### config.mk
export PLATFORM = sky130hd
export DESIGN_NAME = raster_timing_gen
export DESIGN_NICKNAME = d
export VERILOG_FILES = /design/src/rtl/rtg_pkg.sv /design/src/rtl/rtg_regs.sv /design/src/rtl/rtg_span_ctr.sv /design/src/rtl/rtg_req_gate.sv /design/src/rtl/raster_timing_gen.sv
export SDC_FILE = /design/constraint.sdc
export NUM_CORES = 1
export LEC_CHECK = 0
export BUFFER_PORTS_ARGS = -buffer_cell sky130_fd_sc_hd__buf_4
export CAP_MARGIN = 5
export CORE_MARGIN = 1.5
export CORE_UTILIZATION = 40
export DETAILED_ROUTE_END_ITERATION = 10
export PLACE_DENSITY = 0.63
export SLEW_MARGIN = 20
export SYNTH_ARGS = -nofsm -noshare
export SYNTH_HDL_FRONTEND = slang
export SYNTH_SLANG_ARGS = --single-unit
### constraint.sdc
create_clock -name clk -period 5.9 [get_ports clk]
set_input_delay 1.18 -clock clk [delete_from_list [all_inputs] [get_ports clk]]
set_output_delay 1.18 -clock clk [all_outputs]
set_load 0.03 [all_outputs]
### src/rtl/rtg_pkg.sv
package rtg_pkg;

   typedef enum logic [1:0] {
      PH_SYNC  = 2'd0,
      PH_BACK  = 2'd1,
      PH_ACT   = 2'd2,
      PH_FRONT = 2'd3
   } phase_e;

   // register word addresses
   localparam int unsigned ADR_H_LO   = 0;
   localparam int unsigned ADR_H_HI   = 1;
   localparam int unsigned ADR_VO_LO  = 2;
   localparam int unsigned ADR_VO_HI  = 3;
   localparam int unsigned ADR_VE_LO  = 4;
   localparam int unsigned ADR_VE_HI  = 5;
   localparam int unsigned ADR_CTRL   = 6;
   localparam int unsigned ADR_LIMIT  = 7;
   localparam int unsigned ADR_IRQ_EN = 8;
   localparam int unsigned ADR_IRQ_ST = 9;
   localparam int unsigned NUM_ADR    = 10;

   localparam int unsigned TIM_WORDS  = 6;
   localparam int unsigned NUM_SETS   = 3;

   // control bit positions
   localparam int unsigned CB_RUN     = 0;
   localparam int unsigned CB_CONT    = 1;
   localparam int unsigned CB_ILACE   = 2;

   function automatic phase_e phase_after(input phase_e p);
      case (p)
         PH_SYNC:  return PH_BACK;
         PH_BACK:  return PH_ACT;
         PH_ACT:   return PH_FRONT;
         default:  return PH_SYNC;
      endcase
   endfunction

endpackage

### src/rtl/rtg_regs.sv
module rtg_regs
   import rtg_pkg::*;
#(
   parameter int unsigned DATA_W = 32,
   parameter int unsigned ADDR_W = 4,
   parameter int unsigned TW     = 12
) (
   input  logic                   clk,
   input  logic                   rst_n,
   input  logic                   wr_en,
   input  logic [ADDR_W-1:0]      wr_addr,
   input  logic [DATA_W-1:0]      wr_data,
   input  logic                   st_set,
   input  logic                   run_drop,
   output logic [3:0][TW-1:0]     h_len,
   output logic [3:0][TW-1:0]     vo_len,
   output logic [3:0][TW-1:0]     ve_len,
   output logic [TW-1:0]          req_lim,
   output logic                   cfg_run,
   output logic                   cfg_cont,
   output logic                   cfg_ilace,
   output logic                   irq_en,
   output logic                   irq_st
);

   localparam int unsigned PAIR_W = 2 * TW;

   logic [TIM_WORDS-1:0][PAIR_W-1:0] tim_q;
   logic [NUM_SETS-1:0][3:0][TW-1:0] set_len;
   logic                             unused_wdata;

   function automatic logic hit(input logic [ADDR_W-1:0] a, input int unsigned n);
      return a == ADDR_W'(n);
   endfunction

   // timing words, two fields each
   for (genvar w = 0; w < TIM_WORDS; w++) begin : g_tim
      always_ff @(posedge clk or negedge rst_n) begin
         if (!rst_n)
            tim_q[w] <= '0;
         else if (wr_en && hit(wr_addr, w))
            tim_q[w] <= wr_data[PAIR_W-1:0];
      end
   end

   // unpack: set s, phase k -> word 2s + k/2, half k%2
   for (genvar s = 0; s < NUM_SETS; s++) begin : g_set
      for (genvar k = 0; k < 4; k++) begin : g_ph
         assign set_len[s][k] = tim_q[2*s + k/2][(k%2)*TW +: TW];
      end
   end

   assign h_len  = set_len[0];
   assign vo_len = set_len[1];
   assign ve_len = set_len[2];

   always_ff @(posedge clk or negedge rst_n) begin
      if (!rst_n) begin
         cfg_run   <= 1'b0;
         cfg_cont  <= 1'b0;
         cfg_ilace <= 1'b0;
      end else if (wr_en && hit(wr_addr, ADR_CTRL)) begin
         cfg_run   <= wr_data[CB_RUN];
         cfg_cont  <= wr_data[CB_CONT];
         cfg_ilace <= wr_data[CB_ILACE];
      end else if (run_drop) begin
         cfg_run   <= 1'b0;
      end
   end

   always_ff @(posedge clk or negedge rst_n) begin
      if (!rst_n)
         req_lim <= '0;
      else if (wr_en && hit(wr_addr, ADR_LIMIT))
         req_lim <= wr_data[TW-1:0];
   end

   always_ff @(posedge clk or negedge rst_n) begin
      if (!rst_n)
         irq_en <= 1'b0;
      else if (wr_en && hit(wr_addr, ADR_IRQ_EN))
         irq_en <= wr_data[0];
   end

   // a new event wins over a same-cycle clear
   always_ff @(posedge clk or negedge rst_n) begin
      if (!rst_n)
         irq_st <= 1'b0;
      else if (st_set)
         irq_st <= 1'b1;
      else if (wr_en && hit(wr_addr, ADR_IRQ_ST) && wr_data[0])
         irq_st <= 1'b0;
   end

   assign unused_wdata = ^wr_data;

endmodule

### src/rtl/rtg_span_ctr.sv
module rtg_span_ctr
   import rtg_pkg::*;
#(
   parameter int unsigned TW = 12
) (
   input  logic               clk,
   input  logic               rst_n,
   input  logic               hold,
   input  logic               adv,
   input  logic [3:0][TW-1:0] len,
   output phase_e             phase,
   output logic [TW-1:0]      cnt,
   output logic               wrap,
   output logic               enter_front
);

   logic [TW-1:0] cur_len;
   logic [TW-1:0] cur_last;
   logic          at_end;

   always_comb begin
      cur_len  = len[phase];
      cur_last = (cur_len == '0) ? '0 : cur_len - TW'(1);
   end

   assign at_end      = (cnt == cur_last);
   assign wrap        = at_end && (phase == PH_FRONT);
   assign enter_front = adv && at_end && (phase == PH_ACT);

   always_ff @(posedge clk or negedge rst_n) begin
      if (!rst_n) begin
         phase <= PH_SYNC;
         cnt   <= '0;
      end else if (hold) begin
         phase <= PH_SYNC;
         cnt   <= '0;
      end else if (adv) begin
         if (at_end) begin
            cnt   <= '0;
            phase <= phase_after(phase);
         end else begin
            cnt   <= cnt + TW'(1);
         end
      end
   end

endmodule

### src/rtl/rtg_req_gate.sv
module rtg_req_gate #(
   parameter int unsigned TW       = 12,
   parameter bit          LIMIT_EN = 1'b1
) (
   input  logic          de,
   input  logic [TW-1:0] h_cnt,
   input  logic [TW-1:0] h_act,
   input  logic [TW-1:0] lim,
   output logic          px_req
);

   if (LIMIT_EN) begin : g_limited
      logic lim_off;
      assign lim_off = (lim == '0) || (lim >= h_act);
      assign px_req  = de && (lim_off || (h_cnt < lim));
   end else begin : g_plain
      logic unused_gate;
      assign unused_gate = ^{h_cnt, h_act, lim};
      assign px_req      = de;
   end

endmodule

### src/rtl/raster_timing_gen.sv
module raster_timing_gen
   import rtg_pkg::*;
#(
   parameter int unsigned DATA_W   = 32,
   parameter int unsigned ADDR_W   = 4,
   parameter int unsigned TW       = 12,
   parameter bit          LIMIT_EN = 1'b1
) (
   input  logic              clk,
   input  logic              rst_n,
   input  logic              wr_en,
   input  logic [ADDR_W-1:0] wr_addr,
   input  logic [DATA_W-1:0] wr_data,
   output logic              hsync,
   output logic              vsync,
   output logic              de,
   output logic              field,
   output logic              px_req,
   output logic              frame_start,
   output logic              irq,
   output logic              video_on
);

   localparam int unsigned ADR_SPACE = 1 << ADDR_W;

   if (2 * TW > DATA_W) begin : g_bad_width
      $error("two timing fields must fit one data word");
   end
   if (ADR_SPACE < NUM_ADR) begin : g_bad_addr
      $error("address width too small for the register set");
   end
   if (TW < 2) begin : g_bad_tw
      $error("timing field width too small");
   end

   logic [3:0][TW-1:0] h_len, vo_len, ve_len, v_len;
   logic [TW-1:0]      req_lim;
   logic               cfg_run, cfg_cont, cfg_ilace, irq_en, irq_st;
   logic               running_q, field_q;
   phase_e             h_ph, v_ph;
   logic [TW-1:0]      h_cnt, v_cnt;
   logic               h_wrap, v_wrap, v_front, unused_h_front;
   logic               frame_end, halt, run_drop;

   rtg_regs #(
      .DATA_W (DATA_W),
      .ADDR_W (ADDR_W),
      .TW     (TW)
   ) i_regs (
      .clk       (clk),
      .rst_n     (rst_n),
      .wr_en     (wr_en),
      .wr_addr   (wr_addr),
      .wr_data   (wr_data),
      .st_set    (v_front),
      .run_drop  (run_drop),
      .h_len     (h_len),
      .vo_len    (vo_len),
      .ve_len    (ve_len),
      .req_lim   (req_lim),
      .cfg_run   (cfg_run),
      .cfg_cont  (cfg_cont),
      .cfg_ilace (cfg_ilace),
      .irq_en    (irq_en),
      .irq_st    (irq_st)
   );

   assign v_len = (cfg_ilace && field_q) ? ve_len : vo_len;

   rtg_span_ctr #(.TW(TW)) i_hctr (
      .clk         (clk),
      .rst_n       (rst_n),
      .hold        (!running_q),
      .adv         (running_q),
      .len         (h_len),
      .phase       (h_ph),
      .cnt         (h_cnt),
      .wrap        (h_wrap),
      .enter_front (unused_h_front)
   );

   rtg_span_ctr #(.TW(TW)) i_vctr (
      .clk         (clk),
      .rst_n       (rst_n),
      .hold        (!running_q),
      .adv         (running_q && h_wrap),
      .len         (v_len),
      .phase       (v_ph),
      .cnt         (v_cnt),
      .wrap        (v_wrap),
      .enter_front (v_front)
   );

   assign frame_end = running_q && h_wrap && v_wrap;
   assign halt      = frame_end && (!cfg_run || !cfg_cont);
   assign run_drop  = frame_end && !cfg_cont;

   always_ff @(posedge clk or negedge rst_n) begin
      if (!rst_n)
         running_q <= 1'b0;
      else if (!running_q)
         running_q <= cfg_run;
      else if (halt)
         running_q <= 1'b0;
   end

   always_ff @(posedge clk or negedge rst_n) begin
      if (!rst_n)
         field_q <= 1'b0;
      else if (!running_q)
         field_q <= 1'b0;
      else if (frame_end && cfg_ilace)
         field_q <= !field_q;
   end

   assign hsync       = running_q && (h_ph == PH_SYNC);
   assign vsync       = running_q && (v_ph == PH_SYNC);
   assign de          = running_q && (h_ph == PH_ACT) && (v_ph == PH_ACT);
   assign frame_start = running_q && (h_ph == PH_SYNC) && (v_ph == PH_SYNC)
                        && (h_cnt == '0) && (v_cnt == '0);
   assign field       = field_q;
   assign irq         = irq_st && irq_en;
   assign video_on    = running_q;

   rtg_req_gate #(
      .TW       (TW),
      .LIMIT_EN (LIMIT_EN)
   ) i_gate (
      .de     (de),
      .h_cnt  (h_cnt),
      .h_act  (h_len[PH_ACT]),
      .lim    (req_lim),
      .px_req (px_req)
   );

endmodule

==> flow_metrics.py, run 1 <==
metrics = {
    "status": {
        "status": "completed",
    },
    "place": {
        "dp_hpwl_mm": 17.9,
        "io_buffers": 38,
        "gp_congestion": 0.857,
    },
    "pwr": {
        "ir_drop_v": 0.000216,
        "p_leak_nw": 5.24,
        "power.density_mw_per_mm2": 364,
    },
    "worst_setup_path": {
        "critPathMaxStageDelay_ps": 620,
        "cp_slowest_cell": "dfrtp_1",
        "crit_family": "simple AND/OR/NAND/NOR gates",
        "arrival_ps": 5410,
        "cp_max_fo": 15,
        "path_cells": "nand2_1, mux4_2, mux2i_1, ha_1, nand2_1, or4_1, o31ai_1, o41a_1, nand4_1, nor4_4, nand3_2, or4_1, nand2_1",
        "cp_num_cells": 13,
        "crit_path_end_kind": "register",
        "ff2ff_path_depth": 13,
        "critical_path_class": "reg -> reg",
        "worst-path-buf-inv": 0,
        "start_kind": "register",
        "crit_top_cell": "nand2_1",
        "worst_ep_required_time_ps": 6280,
    },
    "synthesis": {
        "synth_area_per_cell_sq_um": 11.7,
        "async_flop_share": 1.00,
        "synth_area_leaders": "dfrtp_1, mux2_2, mux4_2, ha_1, xnor2_1",
        "ys_seq_elements": 191,
        "synthDistinctLibCells": 64,
        "synth_warnings": 0,
        "syn-num-nets": 987,
        "syn_inst": 912,
        "synth_area_leader_cell": "dfrtp_1",
        "seq_area_frac_synth": 0.450,
        "synth_edf_count": 0,
        "syn_area_sq_mm": 0.0106,
        "synthFlopType": "dfrtp_1",
        "yosys.area.top_type_share": 0.450,
    },
    "finish": {
        "drive_gt1_frac": 0.286,
        "multi_input_area_sq_mm": 0.00546,
        "area_growth_pct": 11.7,
        "post-route-util": 0.456,
        "num_antenna_cells": 0,
        "regArea_sq_mm": 0.00478,
        "final.fill_count": 2417,
        "final_nets": 1008,
    },
    "hold_path": {
        "hold_class": "reg -> reg",
        "min_path_cells": 1,
    },
    "cts": {
        "cts_resized": 0,
        "cts_buffer_depth": 2,
        "path_clk_slew_ps": 80,
        "cts.sink_count": 191,
        "insertion_delay_ps": 450,
        "cts_tree": "yes",
        "htreeDepth": 4,
        "ctsHoldBuffers": 0,
        "cts_buffers": 17,
        "root_buffer": "clkbuf_16",
        "post_cts.repair.setup_buffers": 0,
    },
    "timing": {
        "skew_ps": 16.3,
        "rsz0062_at_grt": "no",
        "tightestPinTransition_ps": 1070,
        "fin_crit_ps": 5030,
        "report.final.setup_viol": 0,
        "period_share": 0.853,
        "max-slew-margin-rel": 0.283,
        "slew_violations": 0,
        "tns_ps": 0,
        "hold_viol_final": 0,
        "max_freq_mhz": 199,
    },
    "route": {
        "wl_per_cell_microns": 19.7,
        "ant_nets": 0,
        "post-route-drc-count": 0,
        "routed_wl_mm": 25.3,
        "dr.pass1.iters": 4,
        "via_per_inst": 5.69,
        "dr.first_iter.drc_count": 435,
        "vias": 7290,
    },
    "die": {
        "num_rows": 59,
        "initial_core_util": 0.408,
        "die_w_microns": 166,
        "ios": 47,
        "die_area_sq_mm": 0.0276,
        "die_y_microns": 166,
        "core_area_sq_mm": 0.0261,
    },
    "grt": {
        "antenna_found_initial": 0,
        "first_global_vias": 7262,
        "grt_use_total": 0.189,
        "overflow": 0,
        "grt_pass1_wl_mm": 41.2,
        "grt_max_degree": 116,
    },
    "flow_run": {
        "maxCapViolations": 0,
    },
}
[registers in the layout, indices dropped and copies added, names as in the netlist]
name / count
field: 1
i_hctr.cnt: 12
i_hctr.phase: 2
i_regs.cfg_cont: 1
i_regs.cfg_ilace: 1
i_regs.cfg_run: 1
i_regs.h_len: 48
i_regs.irq_en: 1
i_regs.irq_st: 1
i_regs.req_lim: 12
i_regs.ve_len: 48
i_regs.vo_len: 48
i_vctr.cnt: 12
i_vctr.phase: 2
video_on: 1
[where the power goes]
group	leakage (nW)	switching (mW)	internal, mW
clock	0.309	0.637	0.599
combinational	2.56	0.629	0.649
sequential	2.37	0.221	1.59
total	5.24	1.49	2.83
[through the flow]
step                      area, sq um  hold slack, ps  total power [mW]  worst slack (ps)  instances
after floorplan                 10600             461              2.75              1680        912
after global placement          11200             480              3.08               910       1249
after detailed placement        11200             484              3.11               916       1249
after CTS                       11900             501              4.35               902       1281
after global routing            11900             512              4.59               602       1281
final                           11900             501              4.32               869       1281
[path summary, 6_finish.rpt]
path	start	to	slack, ps
hold / removal	i_regs.ve_len[11]	i_regs.ve_len[11]	500
setup reg to reg	i_regs.cfg_ilace	field	870
setup / recovery	i_regs.cfg_ilace	field	870
min in group asynchronous	rst_n	i_regs.h_len[30]	740
max in group asynchronous	rst_n	i_regs.ve_len[15]	4120
hold reg to reg	i_regs.ve_len[11]	i_regs.ve_len[11]	500
[synthesized netlist by cell type, types with 5 or more instances]
library cell  count
xnor2_1          31
mux4_2           29
dfrtp_1         191
ha_1             36
nand2b_1          7
or4_1             6
nand2_1          45
nand3b_1          5
a21oi_1           9
inv_1            46
nand3_1          22
nor4_1           12
nand4_1          13
nor3b_1          10
clkbuf_1         35
or3_1             6
and3_1           25
mux2i_1          18
o21ai_0          21
buf_2             7
a2111oi_0         6
xor2_1            9
nor3_1           18
mux2_2          151
a21o_1           15
a211oi_1         16
buf_6             5
nor2_1           56
[logic make-up after synthesis]
family          share of synthesized area
flops                               0.450
compound gates                     0.0720
simple gates                        0.124
mux                                 0.240
xor+xnor                           0.0351
buf+inv                            0.0375
fa+ha+maj                          0.0424
[layout by cell type (no fill, tap or decap), types with 7 or more instances in the layout]
cell,instances
inv_1,46
nor3_1,18
mux4_2,29
nor2_1,56
o21ai_0,21
mux2_2,151
ha_1,36
clkbuf_16,17
buf_4,48
nor4_1,12
a21o_1,15
nand4_1,13
nand3_1,22
nand2b_1,7
a21oi_1,9
dfrtp_1,191
xnor2_1,31
a211oi_1,16
nor3b_1,9
and3_1,25
mux2i_1,18
xor2_1,9
nand2_1,44
[layout make-up]
cell class	count	area share
inverter	46	0.0145
clock buffer	17	0.0358
multi-input combinational	627	0.460
sequential	191	0.403
tap	335	0.0353
timing repair buffer	50	0.0332
clock inverter	15	0.0185
[routing by layer]
metal	routed length [microns]	GRT usage	vias up
li1	-	-	3391
met1	12200	0.271	3748
met2	11900	0.301	134
met3	858	0.0298	17
met4	295	0.0474	0
met5	0	0	-
Power figures use the tool's default switching activity.
==> inputs of run 2 (changes only) <==
- CORE_MARGIN: 1.5 -> 5
- CORE_UTILIZATION: 40 -> 56
- PLACE_DENSITY: 0.63 -> 0.83
- clock period: 5.9 -> 4.48 ns (I/O delays scaled with it)
==> flow_metrics.py, run 2 (synthesis results as in run 1) <==
metrics = {
    "cts": {
        "cts_buffers": 17,
        "cts_buffer_depth": 2,
        "cts_resized": 0,
        "cts.sink_count": 191,
        "root_buffer": "clkbuf_16",
        "htreeDepth": 4,
        "post_cts.repair.setup_buffers": 0,
        "ctsHoldBuffers": 0,
        "insertion_delay_ps": 440,
        "path_clk_slew_ps": 80,
        "cts_tree": "yes",
    },
    "finish": {
        "drive_gt1_frac": 0.300,
        "final_cell_mix": "dfrtp_1, mux2_2, buf_4, nor2_1, inv_1",
        "final.fill_count": 1357,
        "final_nets": 1023,
        "area_growth_pct": 11.9,
        "num_antenna_cells": 0,
        "final_common_cell": "dfrtp_1",
    },
    "grt": {
        "antenna_found_initial": 0,
        "grt_max_degree": 124,
        "grt_pass1_wl_mm": 42.4,
        "first_global_vias": 7665,
        "overflow": 0,
        "grt_use_total": 0.247,
    },
    "place": {
        "io_buffers": 38,
        "dp_hpwl_mm": 17.7,
        "gp_congestion": 0.923,
    },
    "pwr": {
        "ir_drop_v": 0.000333,
        "power.density_mw_per_mm2": 484,
        "power_mw": 5.76,
        "p_leak_nw": 5.32,
    },
    "route": {
        "ant_nets": 0,
        "via_per_inst": 6.39,
        "dr.pass1.iters": 5,
        "post-route-drc-count": 0,
        "dr.first_iter.drc_count": 703,
        "wl_per_cell_microns": 22.0,
        "routed_wl_mm": 26.3,
        "vias": 7641,
    },
    "flow_run": {
        "maxCapViolations": 0,
    },
    "worst_setup_path": {
        "crit_path_end_kind": "register",
        "start_kind": "register",
        "cp_max_fo": 7,
        "arrival_ps": 4640,
        "worst_ep_required_time_ps": 4860,
        "critical_path_class": "reg -> reg",
        "rr_endpoint": "field",
        "critPathMaxStageDelay_ps": 570,
        "path_cells": "nand2_1, mux4_2, mux2i_1, ha_2, nand2_1, or4_1, a31o_1, a221o_1, nor4_4, nand3_2, or4_1, nand2_1",
        "crit_top_cell": "nand2_1",
        "rrSetupSlack_ps": 220,
        "ff2ff_path_depth": 12,
        "cp_slowest_cell": "mux4_2",
        "r2r_start": "field",
    },
    "timing": {
        "period_share": 0.950,
        "max-slew-margin-rel": 0.310,
        "tightestPinTransition_ps": 1030,
        "fin_crit_ps": 4260,
        "report.final.setup_viol": 0,
        "tns_ps": 0,
        "whs_ps": 364,
        "max_freq_mhz": 235,
        "skew_ps": 11.0,
        "hold_viol_final": 0,
        "rsz0062_at_grt": "no",
        "slew_violations": 0,
    },
    "die": {
        "num_rows": 50,
        "die_y_microns": 148,
        "initial_core_util": 0.568,
        "ios": 47,
        "core_area_sq_mm": 0.0187,
        "die_w_microns": 148,
        "die_area_sq_mm": 0.0218,
    },
    "hold_path": {
        "hold_class": "in -> async",
    },
    "status": {
        "status": "completed",
    },
}
run 2: cell count changes in the layout (fill, tap and decap cells not counted), sizes merged:
| cell | change |
|---|---|
| inv | -3 |
| clkinv | +2 |
| buf | +15 |
| clkinvlp | +1 |
run 2: worst max path at each step:
stage	slack (ps)	from	to	cells past startpoint
after floorplan	350	field	field	14
after global placement	240	field	field	12
after detailed placement	180	field	field	12
after CTS	150	field	field	14
after global routing	6	field	field	12
final	220	field	field	12
run 2: critical path: cells and delay by family, from the launching register on:
family          cells  cell delay (ps)
fa+ha+maj           1              320
compound gates      2              580
mux                 2              860
flops               1              380
simple gates        7             2040
run 2: area by class of cell:
cell class	instances	area, sq um	share of cell area
clock buffer	17	425	0.0358
sequential	191	4780	0.402
inverter	46	173	0.0145
clock inverter	15	205	0.0173
multi-input combinational	627	5470	0.460
timing repair buffer	65	551	0.0463
tap	234	293	0.0246
run 2: metal layers:
layer | track usage | vias up | part of all wire
li1 | - | 3399 | -
met3 | 0.0558 | 82 | 0.072
met5 | 0 | - | 0
met4 | 0.0993 | 0 | 0.037
met2 | 0.401 | 335 | 0.49
met1 | 0.323 | 3825 | 0.40
run 2: through the flow:
stage | worst slack (ps) | cell area (sq um) | cells | utilization
floorplan | 355 | 10600 | 912 | -
global placement | 235 | 11200 | 1161 | 0.599
detailed placement | 184 | 11200 | 1161 | 0.599
CTS | 151 | 11800 | 1193 | 0.633
global route | 5.65 | 11900 | 1195 | 0.636
finish | 225 | 11900 | 1195 | 0.636
run 2: power by group:
| group | internal [mW] | total (mW) | leakage (nW) | switching [mW] |
|---|---|---|---|---|
| logic | 0.893 | 1.80 | 2.65 | 0.907 |
| clock network | 0.771 | 1.57 | 0.297 | 0.796 |
| registers | 2.09 | 2.39 | 2.37 | 0.299 |
| total | 3.76 | 5.76 | 5.32 | 2.00 |
==> inputs of run 3 (changes only) <==
- PLACE_DENSITY: 0.83 -> 0.76
==> flow_metrics.py, run 3 (synthesis results as in run 1) <==
metrics = {
    "status": {
        "status": "completed",
    },
    "timing": {
        "slew_violations": 0,
        "tightestPinTransition_ps": 1050,
        "max-slew-margin-rel": 0.298,
        "hold_viol_final": 0,
        "fin_crit_ps": 4200,
        "period_share": 0.937,
        "rsz0062_at_grt": "no",
        "max_freq_mhz": 238,
        "skew_ps": 9.60,
        "tns_ps": 0,
        "report.final.setup_viol": 0,
        "worst_slack_ps": 281,
        "whs_ps": 498,
    },
    "cts": {
        "insertion_delay_ps": 440,
        "cts_buffer_depth": 2,
        "cts_buffers": 17,
        "cts_tree": "yes",
        "cts_resized": 0,
        "root_buffer": "clkbuf_16",
        "path_clk_slew_ps": 80,
        "htreeDepth": 4,
        "ctsHoldBuffers": 0,
        "post_cts.repair.setup_buffers": 0,
        "cts.sink_count": 191,
    },
    "die": {
        "die_w_microns": 148,
        "die_area_sq_mm": 0.0218,
        "ios": 47,
        "initial_core_util": 0.568,
        "core_area_sq_mm": 0.0187,
        "die_y_microns": 148,
        "num_rows": 50,
    },
    "worst_setup_path": {
        "worst-path-buf-inv": 0,
        "worst_ep_required_time_ps": 4860,
        "cp_max_fo": 8,
        "arrival_ps": 4580,
        "path_cells": "mux4_2, or4_1, a2111oi_0, mux2i_1, xnor2_1, a21oi_1, and3_1, and3_1, nand3_2, or4_1, nand2_1",
        "crit_family": "simple AND/OR/NAND/NOR gates",
        "cp_slowest_cell": "mux4_2",
        "critPathMaxStageDelay_ps": 680,
        "critical_path_class": "reg -> reg",
        "start_kind": "register",
        "crit_path_end_kind": "register",
    },
    "pwr": {
        "p_clk_frac": 0.279,
        "netSwitchingFraction": 0.339,
        "ir_drop_v": 0.000314,
        "power.density_mw_per_mm2": 484,
        "switchingPower_mw": 1.95,
        "seqPwrFrac": 0.413,
        "p_int_mw": 3.80,
        "p_leak_nw": 5.33,
        "pwr-share-comb": 0.307,
        "power_mw": 5.75,
    },
    "place": {
        "dp_hpwl_mm": 17.7,
        "gp_congestion": 0.879,
        "pre_cts_slack_ps": 367,
        "io_buffers": 38,
    },
    "grt": {
        "overflow": 0,
        "grt_use_total": 0.238,
        "grtUsageMet1": 0.334,
        "grt_util_met3": 0.0521,
        "grt_max_degree": 89,
        "first_global_vias": 7369,
        "antenna_found_initial": 0,
        "grt.busiest_layer": "met2",
        "met2_usage": 0.380,
        "grt_pass1_wl_mm": 40.8,
    },
    "route": {
        "routed_wl_mm": 25.0,
        "ant_nets": 0,
        "wl_per_cell_microns": 20.8,
        "dr.pass1.iters": 5,
        "via_per_inst": 6.23,
        "dr.first_iter.drc_count": 508,
        "post-route-drc-count": 0,
        "vias": 7458,
    },
    "finish": {
        "final_cell_mix": "dfrtp_1, mux2_2, buf_4, nor2_1, inv_1",
        "num_antenna_cells": 0,
        "final_common_cell": "dfrtp_1",
        "drive_gt1_frac": 0.300,
        "area_growth_pct": 11.8,
        "post-route-util": 0.635,
        "final_nets": 1026,
    },
    "hold_path": {
        "hold_class": "in -> async",
    },
    "flow_run": {
        "maxCapViolations": 0,
    },
}
==> run 3: routing by layer <==
layer | vias to the layer above | part of all wire
li1 | 3413 | -
met1 | 3809 | 0.44
met2 | 205 | 0.48
met3 | 31 | 0.059
met4 | 0 | 0.015
met5 | - | 0
==> run 3: final timing paths <==
kind                               endpoint             from  slack [ps]  cells after the start
setup / recovery                      field  i_hctr.phase[0]         280                     11
hold / removal             i_regs.h_len[34]            rst_n         500                      1
setup reg to reg                      field  i_hctr.phase[0]         280                     11
hold reg to reg               i_regs.irq_en    i_regs.irq_en         500                      1
max in group asynchronous     i_vctr.cnt[3]            rst_n        3030                      2
min in group clk              i_regs.irq_en    i_regs.irq_en         500                      1
==> run 3: cell type report <==
type,count,area (sq um)
fillers,1388,6820
multi-input cells,627,5460
flip-flops and latches,191,4780
repair buffers,68,542
clock buffers,17,425
well taps,234,293
clock inverters,15,210
inverters,46,173
==> run 3: power groups by stage <==
stage          clock network [mW]  registers (mW)  logic, mW
4_1_cts                      1.63            2.37       1.76
6_report                     1.61            2.38       1.77
2_1_floorplan                   0            2.28       1.34
3_5_place_dp                    0            2.40       1.74
5_1_grt                      1.71            2.42       1.94
3_3_place_gp                    0            2.38       1.70
==> run 3: worst register-to-register path, stage by stage, from the launching register on <==
cell and delay [ps]:
dfrtp_1 550, mux4_2 680, or4_1 580, a2111oi_0 610, mux2i_1 350, xnor2_1 90
a21oi_1 160, and3_1 190, and3_1 230, nand3_2 130, or4_1 490, nand2_1 90
==> run 3: per-stage QoR <==
stage	instance area (sq um)	std cells
final	11900	1198
after global routing	11900	1198
after CTS	11900	1198
after detailed placement	11200	1166
after global placement	11200	1166
after floorplan	10600	912
